### src/rtl/tc8_pkg.sv
// Shared definitions for the dual-compare timer: register addresses,
// flag bit positions and the counting modes.
package tc8_pkg;
    localparam int ADDR_W = 3;

    localparam logic [ADDR_W-1:0] REG_COUNT = 3'd0;
    localparam logic [ADDR_W-1:0] REG_CMPA  = 3'd1;
    localparam logic [ADDR_W-1:0] REG_CMPB  = 3'd2;
    localparam logic [ADDR_W-1:0] REG_CTRL  = 3'd3;
    localparam logic [ADDR_W-1:0] REG_FLAG  = 3'd4;
    localparam logic [ADDR_W-1:0] REG_MASK  = 3'd5;

    localparam int NUM_FLAGS = 3;
    localparam int FLAG_OVF  = 0;
    localparam int FLAG_A    = 1;
    localparam int FLAG_B    = 2;

    typedef enum logic [1:0] {
        MODE_NORMAL   = 2'd0,
        MODE_CLRMATCH = 2'd1,
        MODE_FASTPWM  = 2'd2,
        MODE_DUALPWM  = 2'd3
    } tc_mode_e;
endpackage

### src/rtl/tc_prescale.sv
// Tick generator. A free-running prescale counter supplies divided ticks.
// The select value picks: 0 = none, 1 = every clock,
// k >= 2 = one tick every 2^(DIV_STEP*(k-1)) clocks.
// Assumes the select input comes from a register and does not glitch.
module tc_prescale #(
    parameter int CS_W     = 3,
    parameter int DIV_STEP = 1
) (
    input  logic            clk,
    input  logic            rst_n,
    input  logic [CS_W-1:0] sel,
    output logic            tick
);
    localparam int NSEL  = 2 ** CS_W;
    localparam int PRE_W = DIV_STEP * (NSEL - 2);

    logic [PRE_W-1:0] pre_cnt;
    logic [NSEL-1:0]  sel_tick;

    // Free-running divider shared by all divided rates.
    always_ff @(posedge clk) begin
        if (!rst_n) pre_cnt <= '0;
        else        pre_cnt <= pre_cnt + 1'b1;
    end

    assign sel_tick[0] = 1'b0;
    assign sel_tick[1] = 1'b1;

    generate
        for (genvar g = 2; g < NSEL; g++) begin : g_tap
            assign sel_tick[g] = &pre_cnt[DIV_STEP*(g-1)-1:0];
        end
    endgenerate

    // Pick the tick for the selected rate.
    always_comb tick = sel_tick[sel];
endmodule

### src/rtl/tc_counter.sv
// Counter unit. It counts up and wraps (or restarts at top_val), or runs
// dual-slope up to top_val and down to zero. It reports end-of-count and
// overflow events. A load from the write port wins over a tick.
// Assumes top_val is MAX in the dual-slope mode.
module tc_counter
    import tc8_pkg::*;
#(
    parameter int W = 8
) (
    input  logic         clk,
    input  logic         rst_n,
    input  logic         tick,
    input  tc_mode_e     mode,
    input  logic [W-1:0] top_val,
    input  logic         load,
    input  logic [W-1:0] load_val,
    output logic [W-1:0] count,
    output logic         at_top,
    output logic         ovf_evt
);
    localparam logic [W-1:0] CNT_MAX = '1;

    logic going_down;

    // End-of-count and overflow decoding for the current tick.
    always_comb begin
        at_top  = (count == top_val);
        ovf_evt = 1'b0;
        if (tick && !load) begin
            if (mode == MODE_DUALPWM) ovf_evt = going_down && (count == '0);
            else                      ovf_evt = (count == CNT_MAX);
        end
    end

    // Counter and direction update.
    always_ff @(posedge clk) begin
        if (!rst_n) begin
            count      <= '0;
            going_down <= 1'b0;
        end else if (load) begin
            count <= load_val;
            if (mode != MODE_DUALPWM) going_down <= 1'b0;
        end else if (tick) begin
            if (mode == MODE_DUALPWM) begin
                if (!going_down) begin
                    if (at_top) begin
                        going_down <= 1'b1;
                        count      <= count - 1'b1;
                    end else begin
                        count <= count + 1'b1;
                    end
                end else if (count == '0) begin
                    going_down <= 1'b0;
                    count      <= count + 1'b1;
                end else begin
                    count <= count - 1'b1;
                end
            end else begin
                going_down <= 1'b0;
                count      <= at_top ? '0 : count + 1'b1;
            end
        end
    end


    hold_when_idle_chk: assert property (@(posedge clk) disable iff (!rst_n)
        (!tick && !load) |=> $stable(count));


    bottom_turn_chk: assert property (@(posedge clk) disable iff (!rst_n)
        (mode == MODE_DUALPWM && ovf_evt) |=> (count == 1));


    wrap_to_zero_chk: assert property (@(posedge clk) disable iff (!rst_n)
        (mode != MODE_DUALPWM && ovf_evt) |=> (count == '0));
endmodule

### src/rtl/tc_compare.sv
// One compare channel. It holds a write buffer and an active value, detects
// a match on a tick, and toggles a waveform bit on each match.
// Assumes 'immediate' is high in the modes without deferred update.
module tc_compare #(
    parameter int W = 8
) (
    input  logic         clk,
    input  logic         rst_n,
    input  logic         wr,
    input  logic [W-1:0] wr_data,
    input  logic         immediate,
    input  logic         update,
    input  logic         tick,
    input  logic         block,
    input  logic [W-1:0] count,
    output logic [W-1:0] active,
    output logic         match,
    output logic         wave
);
    logic [W-1:0] buffer_q;

    // Buffer and active value maintenance.
    always_ff @(posedge clk) begin
        if (!rst_n) begin
            buffer_q <= '0;
            active   <= '0;
        end else begin
            if (wr) buffer_q <= wr_data;
            if (wr && immediate)         active <= wr_data;
            else if (!immediate && update) active <= buffer_q;
        end
    end

    // Match detection on a live, unblocked tick.
    always_comb match = tick && !block && (count == active);

    // Waveform toggles on every match.
    always_ff @(posedge clk) begin
        if (!rst_n)     wave <= 1'b0;
        else if (match) wave <= ~wave;
    end


    wave_toggle_chk: assert property (@(posedge clk) disable iff (!rst_n)
        match |=> (wave != $past(wave)));


    deferred_hold_chk: assert property (@(posedge clk) disable iff (!rst_n)
        (!immediate && !update) |=> $stable(active));
endmodule

### src/rtl/tc8_dual_cmp.sv
// Dual-compare timer top. It holds the register file (control, flags, mask),
// the match blocking after a counter write, and the interrupt request, and it
// ties the prescaler, counter and two compare channels together.
// Assumes CS_W + 2 <= CNT_W so the control fields fit in one write word.
module tc8_dual_cmp
    import tc8_pkg::*;
#(
    parameter int CNT_W    = 8,
    parameter int CS_W     = 3,
    parameter int DIV_STEP = 1
) (
    input  logic                 clk,
    input  logic                 rst_n,
    input  logic                 wr_en,
    input  logic [ADDR_W-1:0]    wr_addr,
    input  logic [CNT_W-1:0]     wr_data,
    output logic [CNT_W-1:0]     count_o,
    output logic [NUM_FLAGS-1:0] flags_o,
    output logic                 irq_o,
    output logic                 wave_a_o,
    output logic                 wave_b_o
);
    localparam int NCH = 2;
    localparam int MODE_LO = CS_W;
    localparam int MODE_HI = CS_W + 1;

    logic [CS_W-1:0]      cs_q;
    tc_mode_e             mode_q;
    logic [NUM_FLAGS-1:0] flag_q, mask_q, flag_set;
    logic                 block_q;
    logic                 tick, load, at_top, ovf_evt, flag_wr;
    logic [CNT_W-1:0]     count, top_val;
    logic [CNT_W-1:0]     active [NCH];
    logic [NCH-1:0]       cmp_wr, match, wave;

    assign load    = wr_en && (wr_addr == REG_COUNT);
    assign flag_wr = wr_en && (wr_addr == REG_FLAG);

    tc_prescale #(.CS_W(CS_W), .DIV_STEP(DIV_STEP)) u_pre (
        .clk(clk), .rst_n(rst_n), .sel(cs_q), .tick(tick)
    );

    // End-of-count value depends on the mode.
    always_comb top_val = (mode_q == MODE_CLRMATCH) ? active[0] : '1;

    tc_counter #(.W(CNT_W)) u_cnt (
        .clk(clk), .rst_n(rst_n), .tick(tick), .mode(mode_q),
        .top_val(top_val), .load(load), .load_val(wr_data),
        .count(count), .at_top(at_top), .ovf_evt(ovf_evt)
    );

    generate
        for (genvar ch = 0; ch < NCH; ch++) begin : g_ch
            assign cmp_wr[ch] = wr_en &&
                (wr_addr == ((ch == 0) ? REG_CMPA : REG_CMPB));
            tc_compare #(.W(CNT_W)) u_cmp (
                .clk(clk), .rst_n(rst_n), .wr(cmp_wr[ch]), .wr_data(wr_data),
                .immediate(!mode_q[1]), .update(tick && at_top), .tick(tick),
                .block(block_q || load), .count(count), .active(active[ch]),
                .match(match[ch]), .wave(wave[ch])
            );
        end
    endgenerate

    // Control and mask registers.
    always_ff @(posedge clk) begin
        if (!rst_n) begin
            cs_q   <= '0;
            mode_q <= MODE_NORMAL;
            mask_q <= '0;
        end else if (wr_en) begin
            if (wr_addr == REG_CTRL) begin
                cs_q   <= wr_data[CS_W-1:0];
                mode_q <= tc_mode_e'(wr_data[MODE_HI:MODE_LO]);
            end
            if (wr_addr == REG_MASK) mask_q <= wr_data[NUM_FLAGS-1:0];
        end
    end

    // Match blocking: armed by a counter write, spent by the next tick.
    always_ff @(posedge clk) begin
        if (!rst_n)    block_q <= 1'b0;
        else if (load) block_q <= 1'b1;
        else if (tick) block_q <= 1'b0;
    end

    // Flag events gathered into register bit order.
    always_comb begin
        flag_set           = '0;
        flag_set[FLAG_OVF] = ovf_evt;
        flag_set[FLAG_A]   = match[0];
        flag_set[FLAG_B]   = match[1];
    end

    // Flags: set by events, cleared by writing ones.
    always_ff @(posedge clk) begin
        if (!rst_n) flag_q <= '0;
        else flag_q <= flag_set |
            (flag_q & ~({NUM_FLAGS{flag_wr}} & wr_data[NUM_FLAGS-1:0]));
    end

    assign count_o  = count;
    assign flags_o  = flag_q;
    assign irq_o    = |(flag_q & mask_q);
    assign wave_a_o = wave[0];
    assign wave_b_o = wave[1];


    flag_clear_chk: assert property (@(posedge clk) disable iff (!rst_n)
        (flag_wr && wr_data[FLAG_OVF] && !ovf_evt) |=> !flag_q[FLAG_OVF]);


    flag_keep_chk: assert property (@(posedge clk) disable iff (!rst_n)
        (flag_wr && !wr_data[FLAG_A] && flag_q[FLAG_A]) |=> flag_q[FLAG_A]);


    load_blocks_match_chk: assert property (@(posedge clk) disable iff (!rst_n)
        load |=> (match == '0));
endmodule

### config.mk
export PLATFORM = sky130hd
export DESIGN_NAME = tc8_dual_cmp
export DESIGN_NICKNAME = d
export VERILOG_FILES = /design/src/rtl/tc8_pkg.sv /design/src/rtl/tc_prescale.sv /design/src/rtl/tc_counter.sv /design/src/rtl/tc_compare.sv /design/src/rtl/tc8_dual_cmp.sv
export SDC_FILE = /design/constraint.sdc
export NUM_CORES = 1
export LEC_CHECK = 0
export BUFFER_PORTS_ARGS = -buffer_cell sky130_fd_sc_hd__buf_2
export CORE_ASPECT_RATIO = 0.8
export CORE_UTILIZATION = 25
export CTS_CLUSTER_DIAMETER = 200
export DETAILED_ROUTE_END_ITERATION = 16
export MAX_ROUTING_LAYER = met4
export SYNTH_ARGS = -nofsm -noshare
export SYNTH_HDL_FRONTEND = slang
export SYNTH_SLANG_ARGS = --single-unit
### constraint.sdc
create_clock -name clk -period 4.2 [get_ports clk]
set_input_delay 0.84 -clock clk [delete_from_list [all_inputs] [get_ports clk]]
set_output_delay 0.84 -clock clk [all_outputs]
set_load 0.05 [all_outputs]
# Word-level counts from Yosys, hierarchy flattened
# Index checks and enable logic that the tools add are counted.
# op_classes
addsub	3
order_cmp	1
n_eq_ne	13
bitwise_logic	7
n_reduce_logical	31
mux	25
# op_table
cell	n
two-way mux 8 bit	12
== test 8 bit	3
logical AND 1 bit	13
two-way mux 1 bit	12
bitwise AND 3 bit	3
adder 8 x 1 -> 8 bit, second input constant	1
== test 8 bit, second input constant	1
logical NOT 8 bit	1
AND reduction 2 bit	4
subtractor 8 x 1 -> 8 bit, second input constant	1
adder 6 x 1 -> 6 bit, second input constant	1
== test 3 x 2 -> 1 bit, second input constant	2
== test 3 bit, second input constant	2
AND reduction 6 bit	1
nonzero test 2 bit	3
AND reduction 5 bit	1
< comparator 3 x 4 -> 1 bit, second input constant	1
AND reduction 4 bit	1
binary-select mux 1 bit (select 3 bit)	1
== test 3 x 1 -> 1 bit, second input constant	1
logical NOT 1 bit	3
logical NOT 3 bit	1
inverter 3 bit	1
bitwise OR 3 bit	1
8 further kinds	9
# totals
elab_cells	94
register_bits	61
inputBits	14

# Logic depth before layout (Yosys ltp)
# Gate-level depths: netlist of run 1.
# logic_depth
depth_word	8
depth_mapped	11
mapped_depth_nobuf	9

# Hierarchy
# From an unflattened synthesis of run 1, not the netlist that was laid out.
# unflattened
hier_cells	434
hier_area_um2	3681.0
# modules_own_cells
module	cells_each	instances	area_per_inst_um2
tc_compare	94	2	862.1
tc_counter	151	1	1053.5
tc8_dual_cmp	66	1	609.3
tc_prescale	29	1	294.0

# Worst setup path after synthesis of run 1
# No wires, ideal clock.
# synth_path
path_kind	register to register
from	reg u_pre.pre_cnt[0]
to	reg g_ch[1].u_cmp.active[7]
t_required_ns	4.129
synth_period_minus_slack_ns	2.348
setup_ns	0.071
setup_slack_ns	1.852
arrival_ns	2.278
path_buffers	2
stages_incl_launch_ff	12
path_cell_list	dfxtp_1 -> ha_1 -> and3_1 -> ha_1 -> mux2_4 -> a221oi_4 -> a21oi_2 -> and3_4 -> buf_12 -> buf_8 -> nand3b_1 -> a21oi_1
# synth_via
elab_chain_cells	6
word_cells_on_any_way	10
classes_between	2 x mux; 8 x reduce/logical
# synth_rtl
element	line	rtl
start: declaration	tc_prescale.sv:17	logic [PRE_W-1:0] pre_cnt;
start signal: assignment	tc_prescale.sv:23	else pre_cnt <= pre_cnt + 1'b1;
AND reduction 6 bit (tied with other cells)	tc_prescale.sv:31	assign sel_tick[g] = &pre_cnt[DIV_STEP*(g-1)-1:0];
binary-select mux 1 bit (select 3 bit) (*)	tc_prescale.sv:36	always_comb tick = sel_tick[sel];
two-way mux 1 bit (implied by the code) (*)	tc_prescale.sv:36	
logical AND 1 bit (*)	tc8_dual_cmp.sv:58	.immediate(!mode_q[1]), .update(tick && at_top), .tick(tick),
logical AND 1 bit (*)	tc_compare.sv:30	else if (!immediate && update) active <= buffer_q;
nonzero test 2 bit (no source line) (*)	-	
end signal: assignment	tc_compare.sv:29	if (wr && immediate) active <= wr_data;
end signal: assignment	tc_compare.sv:30	
end: declaration	tc_compare.sv:16	output logic [W-1:0] active,
# Mark *: on every way between the ends. The rest lies on a longest branch, timed or not. The select of a mux whose other input is x is not followed.
# A chain may end at the register's enable or synchronous reset.

# Worst setup path in the final report of run 1
# layout_path
from	reg u_pre.pre_cnt[0]
to	reg u_cnt.count[1]
# layout_via
elab_chain_cells	4
word_cells_on_any_way	8
classes_between	2 x mux; 6 x reduce/logical
# layout_rtl
element	line	rtl
AND reduction 6 bit (tied with other cells)	tc_prescale.sv:31	
binary-select mux 1 bit (select 3 bit) (*)	tc_prescale.sv:36	
two-way mux 1 bit (implied by the code) (*)	tc_prescale.sv:36	
nonzero test 2 bit (no source line) (*)	-	
end signal: assignment	tc_counter.sv:41	count <= load_val;
end signal: assignment	tc_counter.sv:48	count <= count - 1'b1;
end signal: assignment	tc_counter.sv:50	count <= count + 1'b1;
end: declaration	tc_counter.sv:17	output logic [W-1:0] count,
# Marks and branches as above.

==> results.cfg, run 1 <==
[timing]
tns_ns = 0
tightestPinTransition_ns = 0.671
fin_skew_ns = 0.00420
setup_violations = 0
hold_violations = 0
period_share_pct = 60.4
min_period_ns = 2.54
slew_violations = 0
fmax_mhz = 394
relSlewSlack_pct = 55.1
rsz0062_at_grt = no

[finish]
drive_gt1_share_pct = 14.7
antennaDiodeCount = 0
area_growth_pct = 16.8
finalNetCount = 443

[power_and_ir_drop]
internal_power_mw = 1.23
p_leak_nw = 1.39
ir_worst_vdd_mv = 0.185
swShare_pct = 23.5
p_clk_share_pct = 52.2
power_switching_uw = 379
finalPower_mw = 1.61
powerDensity_mw_per_mm2 = 407
combPwrFrac_pct = 9.3
p_seq_share_pct = 38.5

[critical_path]
required_ns = 4.41
critical_path.top_delay_family = compound AO/OA/AOI/OAI gates
cp_slowest_cell = dfxtp_1
cp-start-kind = register
path_max_fanout = 7
path_buf_inv = 0
crit_path_max_incr_delay_ns = 0.35
path_cells = ha_1 -> and3_1 -> ha_1 -> mux2_4 -> a221oi_4 -> a211o_1 -> o21bai_1 -> o21bai_1 -> a21oi_1
crit_arrival_ns = 2.75
criticalPathCategory = register to register
crit_path_end_kind = register

[floorplanning]
die_area_sq_mm = 0.0140
die_height_microns = 106
rows = 37
core_sq_mm = 0.0131
io_pins = 28
chipWidth_microns = 132
initial_core_util_pct = 26.0

[synth]
synth_area_leaders = dfxtp_1, a21oi_1, mux2i_1
synth-warning-count = 0
synth_top_area_cell = dfxtp_1
synth-edff-count = 0
syn_area_sq_mm = 0.00339
yosys.area.top_type_share_pct = 36.0
synth.avg_cell_area_sq_um = 8.28
synth-seq-area-share_pct = 36.0
yosysUniqueCellTypes = 60
ys_ff_latch = 61
syn_inst = 409
synth_ff_type = dfxtp_1
syn-num-nets = 429
ys_async_sr_fraction_pct = 0

[drt]
vias = 3092
wire_per_inst_microns = 16.2
drtPass1Iterations = 6
routed_wl_mm = 9.74
vias_per_cell = 5.13
ant_nets = 0
first_iter_violations = 276
drc = 0

[global_route]
grt_first_pass_wirelength_mm = 15.7
gr-usage-all-layers_pct = 15.1
grt_max_degree = 31
overflow = 0
grt_antenna_before_repair = 0
grt_pass1_vias = 2889

[clock_tree]
clkSinkCount = 61
clk_pin_slew_ns = 0.05
holdBufCountCts = 0
cts_tree = done
htreeDepth = 3
cts_made_buffers = 9
post_cts_buffers = 0
clk_latency_ns = 0.33
root_buffer = clkbuf_16
cts_buffer_depth = 2
cts_resized = 0

[placement]
dp.final_hpwl_mm = 6.96
io_buffers = 27
gp_congestion = 0.936

[min_path]
hold_class = register to register

[job]
max-cap-violations = 0

[status]
status = completed
sequential cells by signal, indices dropped and copies added (netlist names):
signal / count
g_ch.u_cmp.wave: 2
u_pre.pre_cnt: 6
u_cnt.going_down: 1
flags_o: 3
mode_q: 2
mask_q: 3
cs_q: 3
g_ch.u_cmp.active: 16
u_cnt.count: 8
block_q: 1
g_ch.u_cmp.buffer_q: 16
worst paths after layout:
check	start	to	slack (ns)	cells after the start
worst min-delay path	g_ch[1].u_cmp.buffer_q[7]	g_ch[1].u_cmp.buffer_q[7]	0.45	2
worst max register to register	u_pre.pre_cnt[0]	u_cnt.count[1]	1.66	9
worst max-delay path	u_pre.pre_cnt[0]	u_cnt.count[1]	1.66	9
worst min register to register	g_ch[1].u_cmp.buffer_q[7]	g_ch[1].u_cmp.buffer_q[7]	0.45	2
layout by cell type (no fill, tap or decap), types with 2 or more instances in the layout:
cell / count
bufinv_16: 2
nand3b_1: 4
xor2_1: 4
nor4_2: 3
nor3b_1: 3
mux2i_1: 22
nand4_1: 5
clkbuf_16: 9
ha_1: 6
o21ai_1: 3
inv_2: 4
and3_1: 6
a2bb2oi_1: 3
nand3_1: 12
o22ai_1: 2
nor3_1: 8
a22oi_1: 6
dfxtp_1: 61
buf_4: 2
nor2_1: 30
nor2b_1: 6
o21ai_0: 19
a21oi_1: 44
or3_1: 3
o21bai_1: 2
nand2_1: 51
a41oi_1: 3
clkbuf_8: 4
inv_1: 8
a21o_1: 2
and2_1: 5
a31oi_1: 3
nand2b_1: 8
buf_2: 27
a32oi_1: 4
xnor2_1: 19
a22o_1: 2
cell type report:
type | count | area [sq um]
timing repair buffer | 29 | 150
clock inverter | 3 | 65.1
multi-input combinational | 310 | 1980
clock buffer | 13 | 280
tap | 175 | 219
sequential | 61 | 1220
fill | 1399 | 9100
inverter | 12 | 45.0
Yosys cell counts (all sizes together) (3+ instances only):
master and number:
nor4 3, a22oi 6, a21oi 45, nand3b 4
o21ai 23, and3 7, a2bb2oi 3, dfxtp 61
nand4 5, mux2i 22, nor2 30, or3 3
buf 14, and2 5, xor2 4, nor3b 4
xnor2 19, inv 12, a41oi 3, nand2 51
nand2b 8, a32oi 4, ha 6, clkbuf 12
nor3 9, nor2b 6, nand3 12, a31oi 3
worst register-to-register path: stages (launching register included):
cell	delay [ns]
dfxtp_1	0.35
ha_1	0.24
and3_1	0.18
ha_1	0.18
mux2_4	0.27
a221oi_4	0.35
a211o_1	0.31
o21bai_1	0.27
o21bai_1	0.18
a21oi_1	0.08
cell families (layout without fill, tap and decap cells):
logic type	count (synthesis)	count (layout)	synth area share, %
buf+inv	38	57	5.58
compound gates	108	108	20.7
mux	23	23	6.94
flops	61	61	36.0
fa+ha+maj	6	6	2.22
xor+xnor	23	23	5.95
simple gates	150	150	22.6
routing by layer:
layer | up-vias | global-route usage (%) | routed length, microns
met5 | - | - | 0
met4 | 0 | 4.07 | 90
met3 | 11 | 5.10 | 952
met2 | 132 | 21.3 | 4110
met1 | 1461 | 20.2 | 4580
li1 | 1488 | - | -
power groups by stage:
stage / Combinational [mW] / Sequential [mW] / Clock, mW
6_report: 0.150 / 0.620 / 0.842
5_1_grt: 0.165 / 0.622 / 0.883
4_1_cts: 0.149 / 0.619 / 0.855
3_5_place_dp: 0.148 / 0.631 / 0
3_3_place_gp: 0.146 / 0.631 / 0
2_1_floorplan: 0.101 / 0.632 / 0
per-stage QoR:
step	std cells	instance area, sq um	hold slack (ns)	util [%]	worst slack, ns
2_1_floorplan	409	3390	0.436	-	1.85
3_3_place_gp	587	3610	0.443	27.7	1.51
3_5_place_dp	587	3610	0.450	27.7	1.48
4_1_cts	603	3960	0.455	30.3	1.68
5_1_grt	603	3960	0.481	30.3	1.50
6_report	603	3960	0.452	30.3	1.66
Power figures use the tool's default switching activity.
==> inputs of run 2 (changes only) <==
==> constraint.sdc (replaced) <==
create_clock -name clk -period 2.05 [get_ports clk]
set_input_delay 0.41 -clock clk [delete_from_list [all_inputs] [get_ports clk]]
set_output_delay 0.41 -clock clk [all_outputs]
set_load 0.05 [all_outputs]
==> run 2 against run 1 <==
The flow now finishes with violations (setup timing). Non-clock buffer count up 46. Largest power group unchanged. Power increased by 98%. Critical path type unchanged. Sequential power increased by 100%. Count of clock-buffer cells in the layout is 1 higher. Register-to-register slack got worse by 1.8 ns. Die area is the same. Largest cell class unchanged. Via count grew 10%. Cell count grew 8.3%. Design area grew 15%.
==> results.cfg, run 2 (synthesis results as in run 1) <==
[timing]
relSlewSlack_pct = 66.2
postLayoutSetupSlackWorst_ns = -0.176
min_period_ns = 2.23
tightestPinTransition_ns = 0.500
slew_violations = 0
fmax_mhz = 449
hold_violations = 0
period_share_pct = 109
rsz0062_at_grt = yes
fin_skew_ns = 0.00589
setup_violations = 30

[min_path]
hold_class = input pin to register
hp-start = wr_data[5]

[clock_tree]
cts_buffer_depth = 2
cts_tree = done
root_buffer = clkbuf_16
htreeDepth = 3
clk_pin_slew_ns = 0.05
clk_latency_ns = 0.34
holdBufCountCts = 0
clkSinkCount = 61
cts_made_buffers = 9

[finish]
num-fill-cells = 1350
regArea_sq_mm = 0.00124
drive_gt1_share_pct = 29.5
area_growth_pct = 33.9
finalCoreUtilization_pct = 34.7
largestRegisters = g_ch.u_cmp.active: 16 flops, g_ch.u_cmp.buffer_q: 16 flops, u_cnt.count: 8 flops
final_common_cell = dfxtp_1
finalNetCount = 493
multi_input_area_sq_mm = 0.00220
antennaDiodeCount = 0
final_cell_mix = dfxtp_1, nand2_1, a21oi_1, buf_4, nor2_1
instances_no_fill = 653

[power_and_ir_drop]
powerDensity_mw_per_mm2 = 704
finalPower_mw = 3.19
ir_worst_vdd_mv = 0.584
p_leak_nw = 1.65

[drt]
wire_per_inst_microns = 17.1
routed.top_layer = met4
dr_wl_met2_mm = 4.98
first_iter_violations = 290
ant_nets = 0
vias_per_cell = 5.23
vias = 3416
drc = 0
drt-met1-wl_mm = 5.04
drtPass1Iterations = 5
dr_wl_met3_microns = 881
routed_wl_mm = 11.2

[floorplanning]
io_pins = 28
die_height_microns = 106
core_sq_mm = 0.0131
initial_core_util_pct = 26.0
die_area_sq_mm = 0.0140
rows = 37
chipWidth_microns = 132

[placement]
dp.cells = 624
gp_congestion = 0.961
dp.final_hpwl_mm = 7.86
io_buffers = 27

[global_route]
grt_pass1_vias = 3248
grt_first_pass_wirelength_mm = 17.1
overflow = 0
grt_max_degree = 23
gr-usage-all-layers_pct = 16.5
grt_antenna_before_repair = 0

[critical_path]
crit_arrival_ns = 2.44
cp_slowest_cell = dfxtp_4
path_cells = ha_4 -> and3_4 -> ha_4 -> mux2_4 -> a221oi_4 -> buf_6 -> a211o_4 -> buf_6 -> nor4_4 -> xnor2_1 -> nor2_1
worstReg2RegStart = u_pre.pre_cnt[0]
crit_start = u_pre.pre_cnt[0]
criticalPathCategory = register to register
cp-start-kind = register
crit_path_end_kind = register
crit_path_max_incr_delay_ns = 0.35
required_ns = 2.27
path_max_fanout = 5

[status]
violations = setup timing
status = finished, violations left

[job]
max-cap-violations = 0
-- run 2: changes by cell type in the layout (fill, tap and decap cells not counted), moves of 5 or more --
cell,change
buf_6,+7
dfxtp_4,+5
dfxtp_1,-9
buf_4,+39
a22oi_1,-5
a22oi_2,+5
-- run 2: repair_timing --
item,4_1_cts,5_1_grt
gates cloned,3,1
resized for setup,7,29
setup buffers,0,9
pin swaps,3,21
endpoints found under the setup margin,30,30
-- run 2: per-stage QoR --
step | setup TNS, ns | cell area (sq um) | hold WS (ns) | setup WS, ns
2_1_floorplan | -1.34 | 3470 | 0.436 | -0.150
3_3_place_gp | -3.13 | 3970 | 0.442 | -0.151
3_5_place_dp | -5.08 | 3970 | 0.448 | -0.258
4_1_cts | -3.20 | 4330 | 0.375 | -0.166
5_1_grt | -5.70 | 4540 | 0.395 | -0.281
6_report | -3.30 | 4540 | 0.383 | -0.176
-- run 2: final cells by class --
class	count	area share, %
Timing Repair Buffer	75	11.5
Tap cell	175	4.83
Inverter	12	0.993
Sequential cell	61	27.4
Clock buffer	14	6.51
Clock inverter	2	0.276
Multi-Input combinational cell	314	48.4
-- run 2: path summary, 6_finish.rpt --
path	end	slack (ns)	cells past startpoint
setup / recovery	g_ch[0].u_cmp.wave	-0.18	11
hold / removal	g_ch[0].u_cmp.buffer_q[5]	0.38	3
setup reg to reg	g_ch[0].u_cmp.wave	-0.18	11
hold reg to reg	g_ch[0].u_cmp.buffer_q[5]	0.46	2
-- run 2: power breakdown --
| part | internal, mW | leakage (nW) | switching [mW] |
|---|---|---|---|
| Sequential | 1.22 | 0.500 | 0.0370 |
| Clock | 0.988 | 0.150 | 0.537 |
| Combinational | 0.161 | 1.00 | 0.248 |
-- run 2: metal layers --
metal / track usage, % / vias to the layer above
met5: - / -
li1: - / 1596
met2: 24.2 / 132
met3: 4.67 / 27
met1: 21.3 / 1661
met4: 6.56 / 0
-- run 2: worst max-delay path, delay by kind of cell, from the launching register on --
kind,cells,cell delay [ns]
buf+inv,2,0.28
fa+ha+maj,2,0.25
mux,1,0.15
simple gates,3,0.55
compound gates,2,0.37
xor+xnor,1,0.16
flops,1,0.35
==> inputs of run 3 (changes only) <==
==> constraint.sdc (replaced) <==
create_clock -name clk -period 2.85 [get_ports clk]
set_input_delay 0.57 -clock clk [delete_from_list [all_inputs] [get_ports clk]]
set_output_delay 0.57 -clock clk [all_outputs]
set_load 0.05 [all_outputs]
==> run 3 against run 2 <==
Via count is 8.3% lower. The flow now finishes without violations. Largest power group unchanged. Critical path depth down 2. Power decreased by 26%.
==> results.cfg, run 3 (synthesis results as in run 1) <==
[timing]
tns_ns = 0
relSlewSlack_pct = 58.6
fin_skew_ns = 0.00497
hold_violations = 0
setup_violations = 0
period_share_pct = 87.5
min_period_ns = 2.49
rsz0062_at_grt = no
fmax_mhz = 401
slew_violations = 0
tightestPinTransition_ns = 0.616

[clock_tree]
post_cts_buffers = 0
clk_pin_slew_ns = 0.05
cts_resized = 0
clkSinkCount = 61
cts_tree = done
htreeDepth = 3
clk_latency_ns = 0.32
holdBufCountCts = 0
cts_made_buffers = 9
root_buffer = clkbuf_16
cts_buffer_depth = 2

[floorplanning]
chipWidth_microns = 132
die_area_sq_mm = 0.0140
initial_core_util_pct = 26.0
rows = 37
die_height_microns = 106
core_sq_mm = 0.0131
io_pins = 28

[drt]
drc = 0
routed_wl_mm = 9.94
ant_nets = 0
vias_per_cell = 5.14
first_iter_violations = 291
drtPass1Iterations = 5
wire_per_inst_microns = 16.3
vias = 3134

[finish]
multi_input_area_sq_mm = 0.00198
fin_area_sq_mm = 0.00401
num-fill-cells = 1382
final_cell_mix = dfxtp_1, nand2_1, a21oi_1
area_growth_pct = 18.3
antennaDiodeCount = 0
drive_gt1_share_pct = 16.1
finalCoreUtilization_pct = 30.7
largestRegisters = g_ch.u_cmp.active: 16 flops, g_ch.u_cmp.buffer_q: 16 flops, u_cnt.count: 8 flops
regArea_sq_mm = 0.00122
finalNetCount = 451
final_common_cell = dfxtp_1

[critical_path]
cp_slowest_cell = dfxtp_1
crit_arrival_ns = 2.70
criticalPathCategory = register to register
reg2reg_slack_ns = 0.36
critical_path.top_delay_family = compound AO/OA/AOI/OAI gates
worstReg2RegStart = u_pre.pre_cnt[0]
crit_path_end_kind = register
endpoint = u_cnt.count[1]
required_ns = 3.05
reg2reg_depth = 9
path_buf_inv = 0
reg2reg_to = u_cnt.count[1]
crit_start = u_pre.pre_cnt[0]
cp_num_cells = 9
cp-start-kind = register
crit_path_max_incr_delay_ns = 0.35
path_max_fanout = 7
path_cells = ha_1 -> and3_1 -> ha_1 -> mux2_4 -> a221oi_4 -> a211o_1 -> o21bai_1 -> o21bai_1 -> a21oi_1

[global_route]
grt_first_pass_wirelength_mm = 16.0
grt_max_degree = 24
overflow = 0
grt_pass1_vias = 3003
gr-usage-all-layers_pct = 15.1
grt_antenna_before_repair = 0

[power_and_ir_drop]
p_leak_nw = 1.43
finalPower_mw = 2.35
powerDensity_mw_per_mm2 = 586
ir_worst_vdd_mv = 0.297

[status]
status = completed

[placement]
io_buffers = 27
gp_congestion = 0.898
dp.final_hpwl_mm = 7.09
placed_area_sq_mm = 0.00367

[min_path]
hold-path-cell-count = 2
hold_class = register to register

[job]
max-cap-violations = 0
[run 3: cell count changes in the layout (fill, tap and decap cells not counted), moves of 4 or more]
cell and delta:
buf_4 -31, dfxtp_1 +9, buf_6 -7, a22oi_1 +5
a22oi_2 -5, dfxtp_4 -5, and3_4 -4, dfxtp_2 -4
[run 3: layer usage]
layer	GRT usage, %	wire length, microns	up-vias
met4	4.49	103	0
met5	-	0	-
li1	-	-	1501
met1	19.9	4690	1500
met3	3.53	691	10
met2	22.8	4460	123
[run 3: tightest hold or removal path, cell delays in order, from the launching register on]
cell and delay [ns]:
dfxtp_1 0.30, nand2_1 0.05, a21oi_1 0.05
[run 3: worst min path at each step]
stage,from,endpoint,slack [ns]
after floorplan,g_ch[0].u_cmp.buffer_q[0],g_ch[0].u_cmp.buffer_q[0],0.44
after detailed placement,g_ch[1].u_cmp.buffer_q[1],g_ch[1].u_cmp.buffer_q[1],0.45
after global routing,g_ch[1].u_cmp.buffer_q[0],g_ch[1].u_cmp.buffer_q[0],0.49
final,g_ch[1].u_cmp.buffer_q[1],g_ch[1].u_cmp.buffer_q[1],0.45
after global placement,g_ch[1].u_cmp.buffer_q[3],g_ch[1].u_cmp.buffer_q[3],0.44
after CTS,g_ch[1].u_cmp.buffer_q[1],g_ch[1].u_cmp.buffer_q[1],0.45
[run 3: cell type report]
cell class | count | share of cell area, %
Timing Repair Buffer | 37 | 5.25
Tap cell | 175 | 5.46
Multi-Input combinational cell | 310 | 49.4
Clock inverter | 3 | 1.69
Sequential cell | 61 | 30.5
Inverter | 12 | 1.12
Clock buffer | 12 | 6.65
[run 3: per-stage QoR]
stage / setup slack (ns) / cells / hold WS [ns]
after global routing: 0.187 / 610 / 0.486
final: 0.355 / 610 / 0.455
after global placement: 0.459 / 595 / 0.444
after floorplan: 0.502 / 409 / 0.436
after CTS: 0.352 / 610 / 0.454
after detailed placement: 0.380 / 595 / 0.447
[run 3: where the power goes]
group          leakage (nW)  total [mW]  switching, mW  internal (mW)
Sequential            0.495       0.909         0.0302          0.879
Clock                 0.161        1.21          0.376          0.831
Combinational         0.770       0.233          0.149         0.0842
